File: config.mk
export PLATFORM = sky130hd
export DESIGN_NAME = timer_host_if
export DESIGN_NICKNAME = d
export VERILOG_FILES = /design/src/rtl/timer_host_pkg.sv /design/src/rtl/timer_host_decode.sv /design/src/rtl/timer_host_chan.sv /design/src/rtl/timer_host_if.sv
export SDC_FILE = /design/constraint.sdc
export NUM_CORES = 1
export LEC_CHECK = 0
export ABC_AREA = 1
export BUFFER_PORTS_ARGS = -buffer_cell sky130_fd_sc_hd__buf_2
export CAP_MARGIN = 15
export CORE_ASPECT_RATIO = 1.2
export CORE_MARGIN = 2
export CORE_UTILIZATION = 55
export CTS_CLUSTER_DIAMETER = 30
export DETAILED_ROUTE_END_ITERATION = 16
export PLACE_DENSITY = 0.79
export RECOVER_POWER = 25
export SYNTH_ARGS = -nofsm -noshare
export SYNTH_HDL_FRONTEND = slang
export SYNTH_SLANG_ARGS = --single-unit
File: constraint.sdc
create_clock -name clk -period 2.7 [get_ports clk]
set_input_delay 0.135 -clock clk [delete_from_list [all_inputs] [get_ports clk]]
set_output_delay 0.135 -clock clk [all_outputs]
set_load 0.01 [all_outputs]
File: src/rtl/timer_host_pkg.sv
package timer_host_pkg;

    typedef enum logic [1:0] {
        ACC_LATCH = 2'b00,
        ACC_LO    = 2'b01,
        ACC_HI    = 2'b10,
        ACC_WORD  = 2'b11
    } acc_e;

    typedef enum logic {
        WP_LOW  = 1'b0,
        WP_HIGH = 1'b1
    } wptr_e;

    typedef enum logic {
        RP_FIRST  = 1'b0,
        RP_SECOND = 1'b1
    } rptr_e;

    typedef struct packed {
        logic [1:0] sel;
        acc_e       acc;
        logic [2:0] mode;
        logic       bcd;
    } ctrl_word_t;

    function automatic logic [2:0] norm_mode(input logic [2:0] m);
        if (m[1]) return {1'b0, m[1:0]};
        return m;
    endfunction

endpackage

File: src/rtl/timer_host_decode.sv
module timer_host_decode
    import timer_host_pkg::*;
#(
    parameter int NCH = 3,
    parameter int AW  = 2
) (
    input  logic [AW-1:0]  bus_addr,
    input  logic           bus_wr,
    input  logic           bus_rd,
    input  logic [7:0]     bus_wdata,
    output logic [NCH-1:0] data_wr,
    output logic [NCH-1:0] data_rd,
    output logic [NCH-1:0] cfg_hit,
    output logic [NCH-1:0] latch_hit,
    output acc_e           new_acc,
    output logic [2:0]     new_mode,
    output logic           new_bcd
);
    localparam logic [AW-1:0] CW_ADDR = AW'(NCH);

    ctrl_word_t cw;
    logic       cw_wr;

    always_comb begin
        cw       = ctrl_word_t'(bus_wdata);
        cw_wr    = bus_wr && (bus_addr == CW_ADDR);
        new_acc  = cw.acc;
        new_mode = norm_mode(cw.mode);
        new_bcd  = cw.bcd;
    end

    for (genvar g = 0; g < NCH; g++) begin : g_dec
        always_comb begin
            data_wr[g]   = bus_wr && (bus_addr == AW'(g));
            data_rd[g]   = bus_rd && (bus_addr == AW'(g));
            cfg_hit[g]   = cw_wr && (cw.sel == 2'(g)) && (cw.acc != ACC_LATCH);
            latch_hit[g] = cw_wr && (cw.sel == 2'(g)) && (cw.acc == ACC_LATCH);
        end
    end

endmodule

File: src/rtl/timer_host_chan.sv
module timer_host_chan
    import timer_host_pkg::*;
#(
    parameter int CW = 16
) (
    input  logic          clk,
    input  logic          rst_n,
    input  logic          data_wr,
    input  logic          data_rd,
    input  logic          cfg_hit,
    input  logic          latch_hit,
    input  acc_e          new_acc,
    input  logic [7:0]    wdata,
    input  logic [CW-1:0] live,
    output logic [7:0]    rdata,
    output logic          load,
    output logic [CW-1:0] load_val,
    output logic          latch_pulse
);
    localparam int HB = CW - 8;

    acc_e          acc_q, acc_d;
    wptr_e         wptr_q, wptr_d;
    rptr_e         rptr_q, rptr_d;
    logic [7:0]    low_q, low_d;
    logic          lat_v_q, lat_v_d;
    logic [CW-1:0] lat_q, lat_d;
    logic          load_d, latp_d;
    logic [CW-1:0] load_val_d;
    logic [CW-1:0] src;

    // next-state logic for both pointer FSMs and the snapshot
    always_comb begin
        acc_d      = acc_q;
        wptr_d     = wptr_q;
        rptr_d     = rptr_q;
        low_d      = low_q;
        lat_v_d    = lat_v_q;
        lat_d      = lat_q;
        load_d     = 1'b0;
        load_val_d = load_val;
        latp_d     = 1'b0;
        if (cfg_hit) begin
            acc_d   = new_acc;
            wptr_d  = WP_LOW;
            rptr_d  = RP_FIRST;
            lat_v_d = 1'b0;
        end else begin
            if (data_wr) begin
                unique case (acc_q)
                    ACC_LO: begin
                        load_d     = 1'b1;
                        load_val_d = {{HB{1'b0}}, wdata};
                    end
                    ACC_HI: begin
                        load_d     = 1'b1;
                        load_val_d = {wdata, {HB{1'b0}}} << (HB - 8);
                    end
                    ACC_WORD: begin
                        unique case (wptr_q)
                            WP_LOW: begin
                                low_d  = wdata;
                                wptr_d = WP_HIGH;
                            end
                            WP_HIGH: begin
                                load_d     = 1'b1;
                                load_val_d = CW'({wdata, low_q});
                                wptr_d     = WP_LOW;
                            end
                        endcase
                    end
                    default: ;
                endcase
            end
            if (data_rd) begin
                unique case (acc_q)
                    ACC_LO, ACC_HI: lat_v_d = 1'b0;
                    ACC_WORD: begin
                        unique case (rptr_q)
                            RP_FIRST:  rptr_d = RP_SECOND;
                            RP_SECOND: begin
                                rptr_d  = RP_FIRST;
                                lat_v_d = 1'b0;
                            end
                        endcase
                    end
                    default: ;
                endcase
            end
            if (latch_hit && !lat_v_q) begin
                lat_v_d = 1'b1;
                lat_d   = live;
                latp_d  = 1'b1;
            end
        end
    end

    // state register
    always_ff @(posedge clk) begin
        if (!rst_n) begin
            acc_q   <= ACC_WORD;
            wptr_q  <= WP_LOW;
            rptr_q  <= RP_FIRST;
            low_q   <= '0;
            lat_v_q <= 1'b0;
            lat_q   <= '0;
        end else begin
            acc_q   <= acc_d;
            wptr_q  <= wptr_d;
            rptr_q  <= rptr_d;
            low_q   <= low_d;
            lat_v_q <= lat_v_d;
            lat_q   <= lat_d;
        end
    end

    // output registers
    always_ff @(posedge clk) begin
        if (!rst_n) begin
            load        <= 1'b0;
            load_val    <= '0;
            latch_pulse <= 1'b0;
        end else begin
            load        <= load_d;
            load_val    <= load_val_d;
            latch_pulse <= latp_d;
        end
    end

    // read byte selection
    always_comb begin
        src = lat_v_q ? lat_q : live;
        unique case (acc_q)
            ACC_HI:   rdata = src[15:8];
            ACC_WORD: rdata = (rptr_q == RP_FIRST) ? src[7:0] : src[15:8];
            default:  rdata = src[7:0];
        endcase
    end

    AST_LOAD_AFTER_WRITE: assert property (@(posedge clk) disable iff (!rst_n)
        load |-> $past(data_wr));

    AST_WORD_LOW_NO_LOAD: assert property (@(posedge clk) disable iff (!rst_n)
        (data_wr && !cfg_hit && acc_q == ACC_WORD && wptr_q == WP_LOW) |=> !load);

    AST_CFG_RESETS_PTRS: assert property (@(posedge clk) disable iff (!rst_n)
        cfg_hit |=> (wptr_q == WP_LOW && rptr_q == RP_FIRST && !lat_v_q));

    AST_SNAPSHOT_FROZEN: assert property (@(posedge clk) disable iff (!rst_n)
        (lat_v_q && !cfg_hit && !data_rd) |=> (lat_v_q && $stable(lat_q)));

endmodule

File: src/rtl/timer_host_if.sv
module timer_host_if
    import timer_host_pkg::*;
#(
    parameter int NCH = 3,
    parameter int CW  = 16,
    parameter int AW  = 2
) (
    input  logic              clk,
    input  logic              rst_n,
    input  logic [AW-1:0]     bus_addr,
    input  logic              bus_wr,
    input  logic              bus_rd,
    input  logic [7:0]        bus_wdata,
    output logic [7:0]        bus_rdata,
    input  logic [NCH*CW-1:0] live_count,
    output logic [NCH-1:0]    cnt_load,
    output logic [NCH*CW-1:0] cnt_value,
    output logic [NCH-1:0]    cfg_update,
    output logic [2:0]        cfg_mode,
    output logic              cfg_bcd,
    output logic [NCH-1:0]    latch_req
);
    logic [NCH-1:0] data_wr, data_rd, cfg_hit, latch_hit;
    acc_e           new_acc;
    logic [2:0]     new_mode;
    logic           new_bcd;
    logic [7:0]     ch_rdata [NCH];

    timer_host_decode #(.NCH(NCH), .AW(AW)) u_dec (
        .bus_addr  (bus_addr),
        .bus_wr    (bus_wr),
        .bus_rd    (bus_rd),
        .bus_wdata (bus_wdata),
        .data_wr   (data_wr),
        .data_rd   (data_rd),
        .cfg_hit   (cfg_hit),
        .latch_hit (latch_hit),
        .new_acc   (new_acc),
        .new_mode  (new_mode),
        .new_bcd   (new_bcd)
    );

    for (genvar g = 0; g < NCH; g++) begin : g_ch
        timer_host_chan #(.CW(CW)) u_ch (
            .clk         (clk),
            .rst_n       (rst_n),
            .data_wr     (data_wr[g]),
            .data_rd     (data_rd[g]),
            .cfg_hit     (cfg_hit[g]),
            .latch_hit   (latch_hit[g]),
            .new_acc     (new_acc),
            .wdata       (bus_wdata),
            .live        (live_count[g*CW +: CW]),
            .rdata       (ch_rdata[g]),
            .load        (cnt_load[g]),
            .load_val    (cnt_value[g*CW +: CW]),
            .latch_pulse (latch_req[g])
        );
    end

    always_ff @(posedge clk) begin
        if (!rst_n) begin
            cfg_update <= '0;
            cfg_mode   <= '0;
            cfg_bcd    <= 1'b0;
        end else begin
            cfg_update <= cfg_hit;
            if (|cfg_hit) begin
                cfg_mode <= new_mode;
                cfg_bcd  <= new_bcd;
            end
        end
    end

    always_comb begin
        bus_rdata = 8'h00;
        for (int i = 0; i < NCH; i++) begin
            if (bus_addr == AW'(i)) bus_rdata = ch_rdata[i];
        end
    end

    AST_ONE_LOAD: assert property (@(posedge clk) disable iff (!rst_n)
        $onehot0(cnt_load));

    AST_SEL3_IGNORED: assert property (@(posedge clk) disable iff (!rst_n)
        (bus_wr && bus_addr == AW'(NCH) && bus_wdata[7:6] == 2'b11)
        |=> (cfg_update == '0 && latch_req == '0));

    AST_NO_ALIAS_MODE: assert property (@(posedge clk) disable iff (!rst_n)
        (cfg_update != '0) |-> (cfg_mode[2:1] != 2'b11));

endmodule

Word-level counts from Yosys, hierarchy flattened
Cells that the tools add are included.
{"block": "word_totals", "wordCells": 174, "inputBits": 62, "output_inout_bits": 69, "ff_bits": 148}
{"block": "op_classes", "eq_ne": 20, "bitwise": 13, "muxes": 48, "reduce_logical": 63}
{"operator": "case mux 16 bit (3 select lines)", "n": 3}
{"operator": "two-way mux 16 bit", "n": 6}
{"operator": "two-way mux 8 bit", "n": 6}
{"operator": "case mux 8 bit (2 select lines)", "n": 3}
{"operator": "case mux 1 bit (2 select lines)", "n": 12}
{"operator": "AND reduction 4 bit", "n": 6}
{"operator": "logical AND 1 bit", "n": 19}
{"operator": "== test 2 bit (second input constant)", "n": 9}
{"operator": "AND reduction 2 bit", "n": 9}
{"operator": "nonzero test 3 bit", "n": 6}
{"operator": "two-way mux 1 bit", "n": 16}
{"operator": "inverter 1 bit", "n": 13}
{"operator": "OR reduction 2 bit", "n": 6}
{"operator": "OR reduction 3 bit", "n": 4}
{"operator": "== test 2 x 1 -> 1 bit (second input constant)", "n": 5}
{"operator": "inequality test 3 x 1 -> 1 bit (second input constant)", "n": 3}
{"operator": "AND reduction 3 bit", "n": 3}
{"operator": "nonzero test 2 bit", "n": 4}
{"operator": "logical NOT 2 bit", "n": 3}
{"operator": "two-way mux 3 bit", "n": 2}
{"operator": "inequality test 2 x 1 -> 1 bit (second input constant)", "n": 3}
{"operator": "logical NOT 1 bit", "n": 3}

Depth between registers and ports, before layout
{"block": "depth", "depth_word": 7, "ltp_mapped": 9, "mapped_depth_nobuf": 9}

Modules after synthesis
A second synthesis with hierarchy kept.
{"block": "unflattened", "cells_unflattened": 1178, "area_unflattened_um2": 7634.8}
{"module": "timer_host_chan", "instances": 3, "area_per_inst_um2": 2348.5, "cells_per_inst": 357, "seq_area_each_um2": 940.9}
{"module": "timer_host_if", "instances": 1, "area_per_inst_um2": 429.2, "cells_per_inst": 72, "seq_area_each_um2": 140.1}
{"module": "timer_host_decode", "instances": 1, "area_per_inst_um2": 160.2, "cells_per_inst": 35, "seq_area_each_um2": 0.0}

Worst setup path after synthesis
No wires, ideal clock.
{"block": "synth_timing", "kind": "reg-to-output", "startpoint": "register g_ch[2].u_ch.acc_q[1]", "endpoint": "output port bus_rdata[1]", "path_buffers": 1, "arrival_ps": 1446, "stages_incl_launch_ff": 9, "path_slack_ps": 1119, "cell_sequence": "dfxtp_1 > ha_1 > nor2_1 > clkbuf_1 > nor2_1 > nand2_1 > nand2_1 > nand2_1 > nand3_1"}
{"block": "synth_via", "elab_chain_len": 3, "elab_cells_between_ends": 4}
{"item": "start, declared", "line": "timer_host_chan.sv:22", "source": "acc_e acc_q, acc_d;"}
{"item": "start signal, assigned", "line": "timer_host_chan.sv:101", "source": "acc_q <= ACC_WORD;"}
{"item": "start signal, assigned", "line": "timer_host_chan.sv:108", "source": "acc_q <= acc_d;"}
{"item": "== test 2 bit", "line": "timer_host_chan.sv:133", "source": "unique case (acc_q)"}
{"item": "case mux 8 bit (2 select lines) *", "line": "timer_host_chan.sv:133"}
{"item": "two-way mux 8 bit *", "line": "timer_host_if.sv:78", "source": "if (bus_addr == AW'(i)) bus_rdata = ch_rdata[i];"}
{"item": "end, declared", "line": "timer_host_if.sv:14", "source": "output logic [7:0] bus_rdata,"}
Every way passes the cells marked *; elsewhere a longest branch is shown, timed or not.

Worst setup path after layout
{"block": "layout_timing", "startpoint": "register g_ch[1].u_ch.acc_q[1]", "endpoint": "output port bus_rdata[7]"}
{"block": "layout_via", "elab_chain_len": 4, "elab_cells_between_ends": 5}
{"item": "start, declared", "line": "timer_host_chan.sv:22"}
{"item": "start signal, assigned", "line": "timer_host_chan.sv:101"}
{"item": "start signal, assigned", "line": "timer_host_chan.sv:108"}
{"item": "== test 2 bit", "line": "timer_host_chan.sv:133"}
{"item": "case mux 8 bit (2 select lines) *", "line": "timer_host_chan.sv:133"}
{"item": "two-way mux 8 bit * (2 in a row)", "line": "timer_host_if.sv:78"}
Marks and branches as above.

==> run summary <==
The run finished with clean final reports. The total power per unit cell area is 606.4 mW/mm^2, and the static leakage is 4.438 nW. The biggest area contributor in the post-synthesis netlist is sky130_fd_sc_hd__dfxtp_1.

Of the total power, the share spent switching nets is 23.67%. In this run the count of I/O pins placed on the die edge is 131. For this block, the routed nets add up to 19060 um of wire. Static timing analysis puts the maximum clock frequency at 410.1 MHz. The HPWL after detailed placement came out at 12600 um.

The total of max-cap violations is 0, and the via count of the first global-routing pass is 6638. The die is 107.7 um wide. Overall power: 0.005370 W.

The die covers 0.01382 mm^2. In the routed design, unresolved DRC markers number 0. After detailed routing, the number of vias per cell comes to 5.020.

Counting stages on the worst path, the most repeated cell is sky130_fd_sc_hd__nand2_1. After clock tree synthesis, the clock-pin slew on the worst setup and hold paths is 60 ps. The tools report the global route total overflow as 0. Buffers placed on the I/O ports in this run total 130.

For the final routed database, the setup TNS stands at 0 ps. Insertion delay to the later sink of the worst-skew pair: 430 ps. The internal portion of the total power is 0.004099 W.

The first routing iteration left 473 violations. Counting flops and latches in the post-synthesis netlist gives 148. Entering global routing, the biggest net connects 124 pins. The total nets after synthesis was 1193.

The area share of the largest cell type after synthesis was 41.79%. Setup repair after global routing left no endpoint under its margin. Counting both buffers and inverters, the worst setup path holds a total of 2. The maximum level of the CTS H-tree was 4; the number of antenna violations at the first check in global routing was 2. Counting every instance in the synthesized netlist gives 1122. The shortest period the worst path allows was 2438 ps. The worst setup path is captured at a primary output. The TritonCTS buffer count was 17; the initial core utilization was 56.22%. The launch point of the worst path was g_ch[1].u_ch.acc_q[1]. In the post-synthesis netlist, the biggest area contributors are sky130_fd_sc_hd__dfxtp_1 (42%), sky130_fd_sc_hd__nand2_1 (21%), sky130_fd_sc_hd__nor2_1 (12%), sky130_fd_sc_hd__o21ai_0 (6.2%), sky130_fd_sc_hd__inv_1 (5.2%).

Routability-driven placement finished with a final weighted congestion of 0.8832. TritonCTS built the clock tree. Across every metal layer, demand over resource in global routing totals 27.96%. Counting every sink on the clock net gives 148. The area added between synthesis and finish is 24.90%.

For this design the total switching power over the nets is 0.001271 W. The floorplan has 45 rows. Once detail routing completed, the nets flagged for antenna violations numbered 0.

In this run the cell area of the synthesized design comes to 0.007091 mm^2. The tools report the hold path startpoint as live_count[7]. The share of the cycle needed by the critical path after routing was 90.31%.

The core region is 0.01261 mm^2. Slowest library cell on the worst path: sky130_fd_sc_hd__dfxtp_1. At the worst endpoint, the required time is 2570 ps.

The worst pin sits at a relative slew slack of 54.79%. The worst stage delay on the critical path came out at 410 ps. At the pin with the least slew margin, the transition time is 675.2 ps. The first global-routing pass estimated 30680 um of wire. The tools report the root buffer selected by CTS as sky130_fd_sc_hd__clkbuf_16.

For the worst setup path, the data arrival time is 2300 ps. The run gives 7 as the number of search-and-repair iterations in the first detailed-routing pass. In this run the mean area of a mapped cell was 6.320 um^2. IR analysis of the VDD net gives a maximum drop of 0.0003894 V. The critical path goes through ha_4 > inv_1 > nand2_1 > nand2_1 > nand2_1 > nand2_1 > nand2_1 > nand3_1 > buf_2.

The run gives 0 as the count of pins over their slew limit. The detailed router placed 7279 vias in this run. The run gives 1343 as the final layout net count.

Cells with a size suffix above 1 make up 10.89% of the layout. The floorplan step set the die height to 128.4 um. The clock skew came out at 6.139 ps. Of the total power, the clock network draws 48.0%. The type of the worst min-delay path is in -> reg. The startpoint identified for the worst register-to-register timing path is g_ch[0].u_ch.acc_q[0].

The tools report the number of endpoints with negative hold slack in the final report as 0. The worst setup path is launched from a flop. In this design, the largest share of critical-path delay is due to simple AND/OR/NAND/NOR gates.

The tools report the count of different cell masters after synthesis as 22. The peak fanout along the critical path is 16, and the post-detailed-route wirelength per cell is 13.15 um. Yosys printed 0 warnings. The share of total power dissipated in sequential elements is 42.0%.

In this run the deepest clock path goes through 2 buffers. The final design utilization was 70.22%. The worst setup path is of the reg -> out kind.

Setup violations remaining at the end of the flow were counted as 0. Sequential cells were found to cover 41.79% of the synthesized design area. The run gives 10.0% as the part of the power in combinational logic.
==> metal layers <==
| layer | vias to the layer above | global-route usage (%) | wire, um |
|---|---|---|---|
| met5 | - | 0 | 0 |
| met4 | 0 | 13.50 | 665 |
| met3 | 46 | 6.028 | 1041 |
| met2 | 224 | 47.06 | 9156 |
| met1 | 3251 | 33.92 | 8200 |
| li1 | 3758 | - | - |
==> per-stage QoR <==
step	hold WS [ps]	worst slack (ps)	cell area (um^2)	instances
2_1_floorplan	238.1	1119	7091	1122
3_3_place_gp	337.8	434.9	7785	1371
3_5_place_dp	345.9	363.3	7785	1371
4_1_cts	23.25	25.92	8899	1449
5_1_grt	40.13	45.23	8856	1450
6_report	28.11	261.7	8856	1450
==> kinds of logic after synthesis <==
kind of cell / share of synthesized area, %
xor+xnor: 0.3706
buf+inv: 8.999
flops: 41.79
simple gates: 37.34
compound gates: 9.917
fa+ha+maj: 1.588
==> repair_timing <==
action	CTS	global route
gates resized for setup	2	5
hold endpoints to repair	46	0
buffers inserted	0	0
cloned	0	0
endpoints found under the setup margin	8	8
hold buffers	46	0
==> power groups by stage <==
| stage | combinational (W) | sequential (W) | clock, W |
|---|---|---|---|
| floorplan | 0.000291 | 0.00231 | 0 |
| global placement | 0.000475 | 0.00230 | 0 |
| detailed placement | 0.000478 | 0.00230 | 0 |
| CTS | 0.000534 | 0.00226 | 0.00261 |
| global route | 0.000603 | 0.00226 | 0.00271 |
| finish | 0.000537 | 0.00226 | 0.00258 |
==> registers in the layout (all words and copies together), names as in the netlist <==
register and cells:
g_ch.u_ch.wptr_q 3, g_ch.u_ch.rptr_q 3, cfg_mode 3, g_ch.u_ch.load 3
g_ch.u_ch.lat_v_q 3, g_ch.u_ch.acc_q 6, cfg_update 3, g_ch.u_ch.lat_q 48
g_ch.u_ch.latch_pulse 3, g_ch.u_ch.load_val 48, g_ch.u_ch.low_q 24, cfg_bcd 1
==> Yosys cell counts, drive strengths merged <==
master	number
clkbuf	33
dfxtp	148
inv	98
nor2	231
a22oi	8
o211ai	7
nor3	3
nand2	392
a21oi	30
clkinv	3
nand3	37
buf	23
nor4	1
xor2	3
o21ai	88
nand4	8
ha	9
==> layout make-up <==
type / instances / area, um^2
repair buffers: 187 / 1149
clock buffers: 19 / 442.9
inverters: 101 / 379.1
diodes: 1 / 2.502
well taps: 164 / 205.2
clock inverters: 13 / 205.2
fillers: 1141 / 3756
flip-flops and latches: 148 / 2963
multi-input cells: 817 / 3510
==> final timing paths <==
check                             endpoint  cells past startpoint  slack [ps]
setup / recovery              bus_rdata[7]                      9         260
hold / removal       g_ch[0].u_ch.lat_q[7]                      3          30
setup reg to reg  g_ch[0].u_ch.load_val[0]                      8         620
hold reg to reg     g_ch[1].u_ch.lat_q[12]                      2         470
==> cell usage in the layout (no fill, tap or decap) <==
cell	synthesis	layout
sky130_fd_sc_hd__a21oi_1	30	30
sky130_fd_sc_hd__a22oi_1	8	8
sky130_fd_sc_hd__buf_12	0	1
sky130_fd_sc_hd__buf_2	15	81
sky130_fd_sc_hd__buf_4	8	11
sky130_fd_sc_hd__bufinv_16	0	5
sky130_fd_sc_hd__clkbuf_1	33	49
sky130_fd_sc_hd__clkbuf_16	0	17
sky130_fd_sc_hd__clkbuf_8	0	1
sky130_fd_sc_hd__clkinv_1	3	3
sky130_fd_sc_hd__clkinv_2	0	3
sky130_fd_sc_hd__clkinv_4	0	1
sky130_fd_sc_hd__clkinvlp_4	0	3
sky130_fd_sc_hd__dfxtp_1	148	148
sky130_fd_sc_hd__diode_2	0	1
sky130_fd_sc_hd__dlygate4sd3_1	0	46
sky130_fd_sc_hd__ha_1	9	7
sky130_fd_sc_hd__ha_2	0	1
sky130_fd_sc_hd__ha_4	0	1
sky130_fd_sc_hd__inv_1	98	98
sky130_fd_sc_hd__inv_6	0	1
sky130_fd_sc_hd__nand2_1	391	390
sky130_fd_sc_hd__nand2_2	1	2
sky130_fd_sc_hd__nand3_1	34	34
sky130_fd_sc_hd__nand3_2	3	3
sky130_fd_sc_hd__nand4_1	8	8
sky130_fd_sc_hd__nor2_1	223	222
sky130_fd_sc_hd__nor2_2	5	6
sky130_fd_sc_hd__nor2_4	3	3
sky130_fd_sc_hd__nor3_1	3	3
sky130_fd_sc_hd__nor4_1	1	1
sky130_fd_sc_hd__o211ai_1	7	7
sky130_fd_sc_hd__o21ai_0	88	88
sky130_fd_sc_hd__xor2_1	3	3
==> worst reg2reg max path, delay by kind of cell, from the launching register on <==
family	cells	cell delay, ps
adder cells (fa/ha/maj)	1	190
buffers and inverters	3	500
flip-flops	1	360
AND/OR/NAND/NOR	4	910
Note: power is estimated with default switching activity, not from simulation.
